[src/rtl/ipitmr_pkg.sv]
package ipitmr_pkg;

  localparam int MAX_CPUS   = 4;
  localparam int DATA_W     = 64;
  localparam int SEL_W      = 3;
  localparam int ID_W       = 2;

  // Field positions of the combined register (write and read)
  localparam int REQ_LSB    = 12;
  localparam int IPI_LSB    = 8;
  localparam int TMR_LSB    = 4;
  localparam int ID_LSB     = 0;
  localparam int FIELD_TOP  = REQ_LSB + MAX_CPUS;

  typedef enum logic [SEL_W-1:0] {
    SEL_MISC   = 3'd0,
    SEL_IPI    = 3'd1,
    SEL_TMR    = 3'd2,
    SEL_REQ    = 3'd3
  } regSel_e;

  typedef logic [MAX_CPUS-1:0] cpuMask_t;

  // Strobes from control to datapath, all masks already limited to present CPUs
  typedef struct packed {
    cpuMask_t ipiSet;
    cpuMask_t ipiClr;
    cpuMask_t tmrClr;
    logic     tick;
    logic     zeroMask;
  } strobe_t;

endpackage

[src/rtl/ipitmr_ctrl.sv]
module ipitmr_ctrl
  import ipitmr_pkg::*;
#(
  parameter int NUM_CPUS = 4
) (
  input  logic              wrEn,
  input  logic [SEL_W-1:0]  regSel,
  input  logic [DATA_W-1:0] wrData,
  input  logic              timerTick,
  output strobe_t           strb
);

  localparam cpuMask_t PRESENT = cpuMask_t'((1 << NUM_CPUS) - 1);

  cpuMask_t lowMask;
  cpuMask_t reqField;
  cpuMask_t ipiField;
  cpuMask_t tmrField;
  logic     unusedHi;

  // Per-CPU field extraction, limited to present CPUs
  for (genvar gi = 0; gi < MAX_CPUS; gi++) begin : g_field
    if (gi < NUM_CPUS) begin : g_on
      assign lowMask[gi]  = wrData[gi];
      assign reqField[gi] = wrData[REQ_LSB + gi];
      assign ipiField[gi] = wrData[IPI_LSB + gi];
      assign tmrField[gi] = wrData[TMR_LSB + gi];
    end else begin : g_off
      assign lowMask[gi]  = 1'b0;
      assign reqField[gi] = 1'b0;
      assign ipiField[gi] = 1'b0;
      assign tmrField[gi] = 1'b0;
    end
  end

  assign unusedHi = ^{wrData[DATA_W-1:FIELD_TOP], PRESENT};

  always_comb begin
    strb      = '0;
    strb.tick = timerTick;
    if (wrEn) begin
      case (regSel_e'(regSel))
        SEL_MISC: begin
          strb.ipiSet = reqField;
          strb.ipiClr = ipiField;
          strb.tmrClr = tmrField;
        end
        SEL_IPI: begin
          strb.ipiClr   = lowMask;
          strb.zeroMask = (lowMask == '0);
        end
        SEL_TMR: begin
          strb.tmrClr   = lowMask;
          strb.zeroMask = (lowMask == '0);
        end
        SEL_REQ: begin
          strb.ipiSet   = lowMask;
          strb.zeroMask = (lowMask == '0);
        end
        default: ;
      endcase
    end
  end

endmodule

[src/rtl/ipitmr_dp.sv]
module ipitmr_dp
  import ipitmr_pkg::*;
#(
  parameter int NUM_CPUS = 4
) (
  input  logic              clk,
  input  logic              rstN,
  input  strobe_t           strb,
  input  logic [SEL_W-1:0]  regSel,
  input  logic [ID_W-1:0]   cpuId,
  output logic [DATA_W-1:0] rdData,
  output cpuMask_t          ipiIrq,
  output cpuMask_t          timerIrq,
  output logic              warnPulse,
  output logic              errPulse
);

  localparam cpuMask_t PRESENT = cpuMask_t'((1 << NUM_CPUS) - 1);

  cpuMask_t ipiPend, tmrPend;
  cpuMask_t ipiNext, tmrNext;
  logic     warnNext;

  // A clear in the same write as a request wins; a tick beats a timer clear
  always_comb begin
    ipiNext  = (ipiPend | strb.ipiSet) & ~strb.ipiClr;
    tmrNext  = (tmrPend & ~strb.tmrClr) | (strb.tick ? PRESENT : '0);
    warnNext = |(strb.ipiSet & ipiPend) |
               |(strb.ipiClr & ~(ipiPend | strb.ipiSet));
  end

  always_ff @(posedge clk or negedge rstN) begin
    if (!rstN) begin
      ipiPend   <= '0;
      tmrPend   <= '0;
      warnPulse <= 1'b0;
      errPulse  <= 1'b0;
    end else begin
      ipiPend   <= ipiNext & PRESENT;
      tmrPend   <= tmrNext & PRESENT;
      warnPulse <= warnNext;
      errPulse  <= strb.zeroMask;
    end
  end

  assign ipiIrq   = ipiPend;
  assign timerIrq = tmrPend;

  // Register read mux
  always_comb begin
    rdData = '0;
    case (regSel_e'(regSel))
      SEL_MISC: begin
        rdData[ID_LSB +: ID_W]      = cpuId;
        rdData[TMR_LSB +: MAX_CPUS] = tmrPend;
        rdData[IPI_LSB +: MAX_CPUS] = ipiPend;
      end
      SEL_IPI: rdData[MAX_CPUS-1:0] = ipiPend;
      SEL_TMR: rdData[MAX_CPUS-1:0] = tmrPend;
      default: rdData = '0;
    endcase
  end

  // every requested, not simultaneously cleared CPU is pending next cycle
  a_r2_request_posts: assert property (@(posedge clk) disable iff (!rstN)
    1'b1 |=> ((ipiPend & $past(strb.ipiSet & ~strb.ipiClr)) ==
              $past(strb.ipiSet & ~strb.ipiClr)));

  // a cleared CPU is not pending next cycle
  a_r3_clear_drops: assert property (@(posedge clk) disable iff (!rstN)
    1'b1 |=> ((ipiPend & $past(strb.ipiClr)) == '0));

  // after a tick every present CPU has its timer bit set
  a_r6_tick_wins: assert property (@(posedge clk) disable iff (!rstN)
    strb.tick |=> (timerIrq == PRESENT));

  // an error pulse follows a write that changed nothing
  a_r9_err_no_change: assert property (@(posedge clk) disable iff (!rstN)
    errPulse |-> ($stable(ipiIrq) && ($stable(timerIrq) || $past(strb.tick))));

  // absent CPUs never signal
  a_r10_absent_low: assert property (@(posedge clk) disable iff (!rstN)
    ((ipiIrq | timerIrq) & ~PRESENT) == '0);

endmodule

[src/rtl/ipi_timer_irq_reg.sv]
module ipi_timer_irq_reg
  import ipitmr_pkg::*;
#(
  parameter int NUM_CPUS = 4
) (
  input  logic              clk,
  input  logic              rstN,
  input  logic [2:0]        regSel,
  input  logic              wrEn,
  input  logic [63:0]       wrData,
  input  logic [1:0]        cpuId,
  output logic [63:0]       rdData,
  input  logic              timerTick,
  output logic [3:0]        ipiIrq,
  output logic [3:0]        timerIrq,
  output logic              warnPulse,
  output logic              errPulse
);

  strobe_t strb;

  ipitmr_ctrl #(.NUM_CPUS(NUM_CPUS)) i_ctrl (
    .wrEn      (wrEn),
    .regSel    (regSel),
    .wrData    (wrData),
    .timerTick (timerTick),
    .strb      (strb)
  );

  ipitmr_dp #(.NUM_CPUS(NUM_CPUS)) i_dp (
    .clk       (clk),
    .rstN      (rstN),
    .strb      (strb),
    .regSel    (regSel),
    .cpuId     (cpuId),
    .rdData    (rdData),
    .ipiIrq    (ipiIrq),
    .timerIrq  (timerIrq),
    .warnPulse (warnPulse),
    .errPulse  (errPulse)
  );

endmodule

[config.mk]
export PLATFORM = sky130hd
export DESIGN_NAME = ipi_timer_irq_reg
export DESIGN_NICKNAME = d
export VERILOG_FILES = /design/src/rtl/ipitmr_pkg.sv /design/src/rtl/ipitmr_ctrl.sv /design/src/rtl/ipitmr_dp.sv /design/src/rtl/ipi_timer_irq_reg.sv
export SDC_FILE = /design/constraint.sdc
export NUM_CORES = 1
export LEC_CHECK = 0
export CORE_ASPECT_RATIO = 1.4
export CORE_MARGIN = 5
export CORE_UTILIZATION = 27
export DETAILED_ROUTE_END_ITERATION = 10
export PLACE_DENSITY_LB_ADDON = 0.25
export SYNTH_ARGS = -nofsm -noshare
export SYNTH_HDL_FRONTEND = slang
export SYNTH_SLANG_ARGS = --single-unit
[constraint.sdc]
create_clock -name clk -period 1.8 [get_ports clk]
set_input_delay 0.36 -clock clk [delete_from_list [all_inputs] [get_ports clk]]
set_output_delay 0.36 -clock clk [all_outputs]
set_load 0.03 [all_outputs]
==> results of run 1 <==
cells in the final DEF (no fill, tap or decap), types with 3 or more instances in the layout:
master and n:
sky130_fd_sc_hd__clkdlybuf4s50_1 30, sky130_fd_sc_hd__nor3_1 3, sky130_fd_sc_hd__and2_1 9, sky130_fd_sc_hd__nand2b_1 6, sky130_fd_sc_hd__o21ai_0 4, sky130_fd_sc_hd__dfrtp_1 10
sky130_fd_sc_hd__o32a_1 3, sky130_fd_sc_hd__buf_4 34, sky130_fd_sc_hd__mux2i_1 9, sky130_fd_sc_hd__nor2_1 6, sky130_fd_sc_hd__conb_1 52, sky130_fd_sc_hd__a21oi_1 4
sky130_fd_sc_hd__clkbuf_8 3, sky130_fd_sc_hd__a22oi_1 3, sky130_fd_sc_hd__nand2_1 3
worst max-delay path by stage:
stage	slack, ns	cells past startpoint	to
2_1_floorplan	0.04	5	rdData[2]
3_3_place_gp	-0.29	6	i_dp.warnPulse$_DFF_PN0_
3_5_place_dp	-0.29	6	i_dp.warnPulse$_DFF_PN0_
4_1_cts	0.008	5	rdData[8]
5_1_grt	0.004	1	ipiIrq[0]
6_report	0.05	1	ipiIrq[0]
state kept, by name, indices dropped and copies added, names as in the netlist:
name and cells:
i_dp.warnPulse 1, i_dp.ipiIrq 4, i_dp.errPulse 1, i_dp.timerIrq 4
layer usage:
metal  global-route usage, %  vias to the layer above
met3                    2.39                        2
met5                       0                        -
met1                    15.0                      494
met2                    19.3                       68
met4                    3.33                        0
li1                        -                      542
kinds of logic (layout without fill, tap and decap cells):
| family | after synthesis | count (layout) | share of synthesized area [%] |
|---|---|---|---|
| mux | 9 | 9 | 7.45 |
| compound gates | 25 | 25 | 14.7 |
| flops | 10 | 10 | 20.7 |
| other cells | 1 | 52 | 0.310 |
| simple gates | 43 | 43 | 20.7 |
| buf+inv | 59 | 77 | 36.1 |
where the power goes:
part | internal (uW) | total, uW | switching (uW) | leakage (uW)
sequential | 253 | 284 | 31.9 | 0.000111
combinational | 228 | 596 | 368 | 0.000733
clock | 146 | 231 | 85.0 | 0.0000216
total | 627 | 1110 | 485 | 0.000866
what timing repair did:
item / in CTS / in global routing
resized for setup: 10 / 8
pin swaps: 1 / 2
setup endpoints to repair: 14 / 10
hold buffers: 0 / 0
gates cloned: 1 / 0
hold endpoints to repair: 0 / 0
setup buffers: 3 / 0
layout make-up:
class	instances	area (um2)	share of cell area, %
clock buffers	3	41.3	2.28
multi-input cells	129	759	41.9
inverters	2	7.51	0.415
flip-flops and latches	10	250	13.8
well taps	60	75.1	4.15
repair buffers	72	677	37.4
metrics by stage:
| stage | std cells | setup TNS [ns] |
|---|---|---|
| global placement | 269 | -2.93 |
| global route | 276 | 0 |
| finish | 276 | 0 |
| CTS | 276 | 0 |
| detailed placement | 269 | -2.99 |
| floorplan | 198 | 0 |
==> impl_summary.txt, run 1 <==
----------------------------------------------------
[Outcome]
  Result of the run ... completed

[Setup path]
  Setup slack, reg-to-reg ... 0.21 ns
  Start point of the critical path ... i_dp.ipiIrq[0]$_DFF_PN0_
  Startpoint of the most critical register-to-register path ... i_dp.ipiIrq[1]$_DFF_PN0_
  Worst setup SP type ... register
  Slowest stage cell on the critical path ... sky130_fd_sc_hd__clkdlybuf4s50_1
  Cell breakdown of the critical path ... clkdlybuf4s50_1
  Highest fanout seen on the critical path ... 6
  Critical path buffers and inverters ... 1
  Signal arrival time at the worst endpoint ... 1.39 ns
  Path type of the worst setup path ... reg2out
  Worst r2r path cells ... 4
  Critical R2R Capture ... i_dp.warnPulse$_DFF_PN0_
  Peak per-stage delay on the critical path ... 0.71 ns
  Cell family with the largest share of critical-path delay ... buffers and inverters
  Category of the worst setup path capture point ... output pin
  Required time worst endpoint ... 1.44 ns

[Layout]
  Utilization after layout ... 42.4%
  Non-Filler Cell Area, Final ... 1810 um2
  Filler cell count ... 461
  Ratio of cells with drive above 1 in the final layout ... 25.5%
  Area growth, synth to finish ... 49.8%
  Post-layout net count ... 291
  Antenna cell count ... 0

[Timing]
  Setup repair after global routing missed its margin ... no
  Transition time at the pin with the least slew margin ... 0.480 ns
  Clock period minus final worst setup slack ... 1.75 ns
  Maximum clock frequency ... 571 MHz
  Max Transition Viols Final ... 0
  Relative slew slack ... 67.2%
  PnR worst setup slack ... 0.0489 ns
  Final Hold Fails ... 0
  Post-Route Hold Slack ... 0.463 ns
  Final setup fails ... 0
  Final period util ... 97.3%
  Maximum clock skew at final layout ... 0.00577 ns

[Clock tree]
  Clock root cell ... sky130_fd_sc_hd__clkbuf_8
  Clk pin slew, worst setup/hold paths ... 0.05 ns
  Clock tree from TritonCTS ... yes
  Worst-skew pair later-pin latency ... 0.23 ns
  Inserted Clock Buffers ... 3
  Sink Count ... 10
  H-tree levels ... 1
  Clock Tree Buf Depth ... 2

[Synthesis]
  Yosys top cell by area ... sky130_fd_sc_hd__buf_4
  Most numerous cell types in the synthesized netlist ... sky130_fd_sc_hd__buf_4 (54), sky130_fd_sc_hd__dfrtp_1 (10), sky130_fd_sc_hd__and2_1 (9), sky130_fd_sc_hd__mux2i_1 (9), sky130_fd_sc_hd__nor2_1 (8)
  Number of synthesized register bits ... 10
  Cell count after synthesis ... 147
  Post-Synthesis Mean Instance Area ... 8.22 um2
  Dominant cells by area after synthesis ... sky130_fd_sc_hd__buf_4 (34%), sky130_fd_sc_hd__dfrtp_1 (21%), sky130_fd_sc_hd__mux2i_1 (7.5%)
  Yosys top cell area share ... 33.5%
  Synthesized cell area ... 1210 um2
  Post-synth ARST share ... 100%
  Number of distinct library cell variants in the gate-level netlist after synthesis ... 33
  Post-synth top flop ... sky130_fd_sc_hd__dfrtp_1
  Number of warnings reported in the yosys synthesis log ... 0
  Number of flops mapped to enable cells by yosys ... 0
  Proportion of synthesized chip area in sequential cells ... 20.7%
  Most common cell in the synthesized netlist ... sky130_fd_sc_hd__buf_4

[Floorplanning]
  Die height ... 89.2 um
  Cell row count ... 28
  Number of primary I/O pins ... 147
  X dimension of the die ... 66.5 um
  Initial cell density of the core ... 28.3%
  Die footprint ... 5930 um2
  Area of the placeable core ... 4270 um2

[Power]
  Post-route total power ... 1110 uW
  P per Cell Area ... 614 nW/um2
  Leakage Power ... 0.000866 uW
  Maximum ir drop on the vdd rail ... 0.360 mV

[Placement]
  Placed cell area ... 1670 um2
  Final RePlAce weighted congestion ... 0.754
  Post-detail-place hpwl ... 2.79 mm
  Count of buffers from port buffering ... 46
  Place WS ... -0.287 ns

[GRT]
  Total routing usage reported by global routing ... 11.6%
  GRT Residual Overflow ... 0
  Pin count of the biggest net entering global routing ... 13
  Global-route wire length before repair ... 5.23 mm
  Vias in the first global route ... 1046
  Antenna violations before repair ... 0

[Run]
  Maximum capacitance violations ... 0

[Drt]
  Final WL ... 3.48 mm
  Uppermost signal routing layer after detailed routing ... met4
  Wire length on met1 ... 1.45 mm
  Routed wire length on met3 ... 383 um
  WL per Instance ... 12.6 um
  Via total after detailed routing ... 1106
  Met2 WL post-DR ... 1.63 mm
  Detailed-route vias per instance ... 4.01
  Total iterations of the first detailed-routing run ... 4
  Antenna Nets Post-Route ... 0
  Drt first-iter violations ... 27
  DRC violation count after routing ... 0

[Worst hold path]
  Path type of the worst min-delay path ... in2async

----------------------------------------------------
Power figures use the tool's default switching activity.
==> inputs of run 2 (changes only) <==
--- a/config.mk
+++ b/config.mk
@@ -8,8 +8,10 @@
 export CORE_ASPECT_RATIO = 1.4
 export CORE_MARGIN = 5
 export CORE_UTILIZATION = 27
+export CTS_BUF_LIST = sky130_fd_sc_hd__clkbuf_16
 export DETAILED_ROUTE_END_ITERATION = 10
 export PLACE_DENSITY_LB_ADDON = 0.25
+export SLEW_MARGIN = 20
 export SYNTH_ARGS = -nofsm -noshare
 export SYNTH_HDL_FRONTEND = slang
 export SYNTH_SLANG_ARGS = --single-unit
==> run 2 against run 1 <==
First-iteration DRC count is the same. Clock-buffer cell count is the same. Core utilization grew 0.79 points. Largest cell class unchanged. Clock power grew 68%. Sequential share of layout area shrank 0.25 points.
==> impl_summary.txt, run 2 (synthesis results as in run 1) <==
----------------------------------------------------
[Layout]
  Area growth, synth to finish ... 52.6%
  Most common cell after layout, fill and taps aside ... sky130_fd_sc_hd__conb_1
  Non-Filler Cell Area, Final ... 1840 um2
  Utilization after layout ... 43.1%
  Post-layout net count ... 291
  Filler cell count ... 456
  Ratio of cells with drive above 1 in the final layout ... 25.5%
  Leading cell types in the layout, fill and taps excluded ... sky130_fd_sc_hd__conb_1 (52), sky130_fd_sc_hd__buf_4 (34), sky130_fd_sc_hd__clkdlybuf4s50_1 (30)
  Antenna cell count ... 0

[Setup path]
  Worst setup SP type ... register
  Critical Path Sink ... ipiIrq[0]
  Start point of the critical path ... i_dp.ipiIrq[0]$_DFF_PN0_
  Category of the worst setup path capture point ... output pin
  Critical path buffers and inverters ... 1
  Setup slack, reg-to-reg ... 0.22 ns
  Worst r2r path cells ... 4
  Critical R2R Capture ... i_dp.warnPulse$_DFF_PN0_
  Path type of the worst setup path ... reg2out
  Peak per-stage delay on the critical path ... 0.71 ns
  Slowest stage cell on the critical path ... sky130_fd_sc_hd__clkdlybuf4s50_1
  Cell family with the largest share of critical-path delay ... buffers and inverters
  Required time worst endpoint ... 1.44 ns
  Signal arrival time at the worst endpoint ... 1.38 ns
  Cell breakdown of the critical path ... clkdlybuf4s50_1
  Critical path depth ... 1
  Highest fanout seen on the critical path ... 6
  Startpoint of the most critical register-to-register path ... i_dp.ipiIrq[1]$_DFF_PN0_

[Placement]
  Placed cell area ... 1670 um2
  Count of buffers from port buffering ... 46
  Place WS ... -0.287 ns
  Final RePlAce weighted congestion ... 0.754
  Post-detail-place hpwl ... 2.79 mm

[Drt]
  WL per Instance ... 12.7 um
  Antenna Nets Post-Route ... 0
  Final WL ... 3.50 mm
  Total iterations of the first detailed-routing run ... 4
  Drt first-iter violations ... 27
  Detailed-route vias per instance ... 4.00
  DRC violation count after routing ... 0
  Via total after detailed routing ... 1104

[Worst hold path]
  Path type of the worst min-delay path ... in2async

[Timing]
  Post-Route Hold Slack ... 0.464 ns
  Maximum clock frequency ... 574 MHz
  Transition time at the pin with the least slew margin ... 0.476 ns
  PnR worst setup slack ... 0.0574 ns
  Maximum clock skew at final layout ... 0.00378 ns
  Clock period minus final worst setup slack ... 1.74 ns
  Setup repair after global routing missed its margin ... no
  Final period util ... 96.8%
  Final Hold Fails ... 0
  Final setup fails ... 0
  Relative slew slack ... 67.5%
  Total negative slack ... 0 ns
  Max Transition Viols Final ... 0

[Floorplanning]
  Initial cell density of the core ... 28.3%
  Die height ... 89.2 um
  Die footprint ... 5930 um2
  Number of primary I/O pins ... 147
  Cell row count ... 28
  Area of the placeable core ... 4270 um2
  X dimension of the die ... 66.5 um

[Clock tree]
  Clock Tree Buf Depth ... 2
  Clock tree from TritonCTS ... yes
  Clk pin slew, worst setup/hold paths ... 0.04 ns
  Sink Count ... 10
  Clock root cell ... sky130_fd_sc_hd__clkbuf_16
  H-tree levels ... 1
  Worst-skew pair later-pin latency ... 0.24 ns
  # hold bufs at CTS ... 0
  Inserted Clock Buffers ... 3

[Power]
  Leakage Power ... 0.000881 uW
  P per Cell Area ... 687 nW/um2
  Maximum ir drop on the vdd rail ... 0.398 mV

[GRT]
  Global-route wire length before repair ... 5.24 mm
  Pin count of the biggest net entering global routing ... 13
  Vias in the first global route ... 1052
  Antenna violations before repair ... 0
  Met2 GRT Util ... 19.4%
  Total routing usage reported by global routing ... 11.7%
  GRT Residual Overflow ... 0
  GRT met3 Usage ... 2.77%
  Global Route met1 Usage ... 15.0%
  Most congested layer reported by global routing ... met2

[Outcome]
  Result of the run ... completed

[Run]
  Maximum capacitance violations ... 0

----------------------------------------------------
==> run 2: cell type report <==
cell class / count / area, um2 / share of cell area (%)
Multi-Input combinational cell: 129 / 759 / 41.2
Timing Repair Buffer: 72 / 677 / 36.7
Sequential cell: 10 / 250 / 13.6
Clock buffer: 3 / 75.1 / 4.07
Tap cell: 60 / 75.1 / 4.07
Inverter: 2 / 7.51 / 0.407
==> run 2: metal layers <==
metal	share of wire [%]	vias to the layer above	routed length (um)
li1	-	543	-
met1	42	478	1460
met2	45	77	1580
met3	11	6	399
met4	1.8	0	63
met5	0	-	0
==> run 2: power by group <==
group	switching [uW]	internal, uW
Sequential	31.2	253
Combinational	368	228
Clock	99.5	288
==> run 2: per-stage QoR <==
stage,total power [uW],cells
finish,1270,276
global route,1330,276
CTS,1270,276
detailed placement,856,269
global placement,857,269
floorplan,711,198
==> run 2: worst min-delay path by stage <==
stage / start / endpoint / slack (ns)
after floorplan: rstN / i_dp.errPulse$_DFF_PN0_ / 0.06
final: rstN / i_dp.timerIrq[3]$_DFF_PN0_ / 0.46
after global routing: rstN / i_dp.ipiIrq[3]$_DFF_PN0_ / 0.52
after global placement: i_dp.timerIrq[2]$_DFF_PN0_ / i_dp.timerIrq[2]$_DFF_PN0_ / 0.55
after detailed placement: i_dp.timerIrq[0]$_DFF_PN0_ / i_dp.timerIrq[0]$_DFF_PN0_ / 0.56
after CTS: rstN / i_dp.ipiIrq[3]$_DFF_PN0_ / 0.48
==> run 2: what timing repair did <==
action / in CTS / in global routing
cloned: 1 / 0
endpoints found under the setup margin: 14 / 10
setup buffers: 3 / 0
pin swaps: 1 / 3
gates resized for setup: 9 / 9
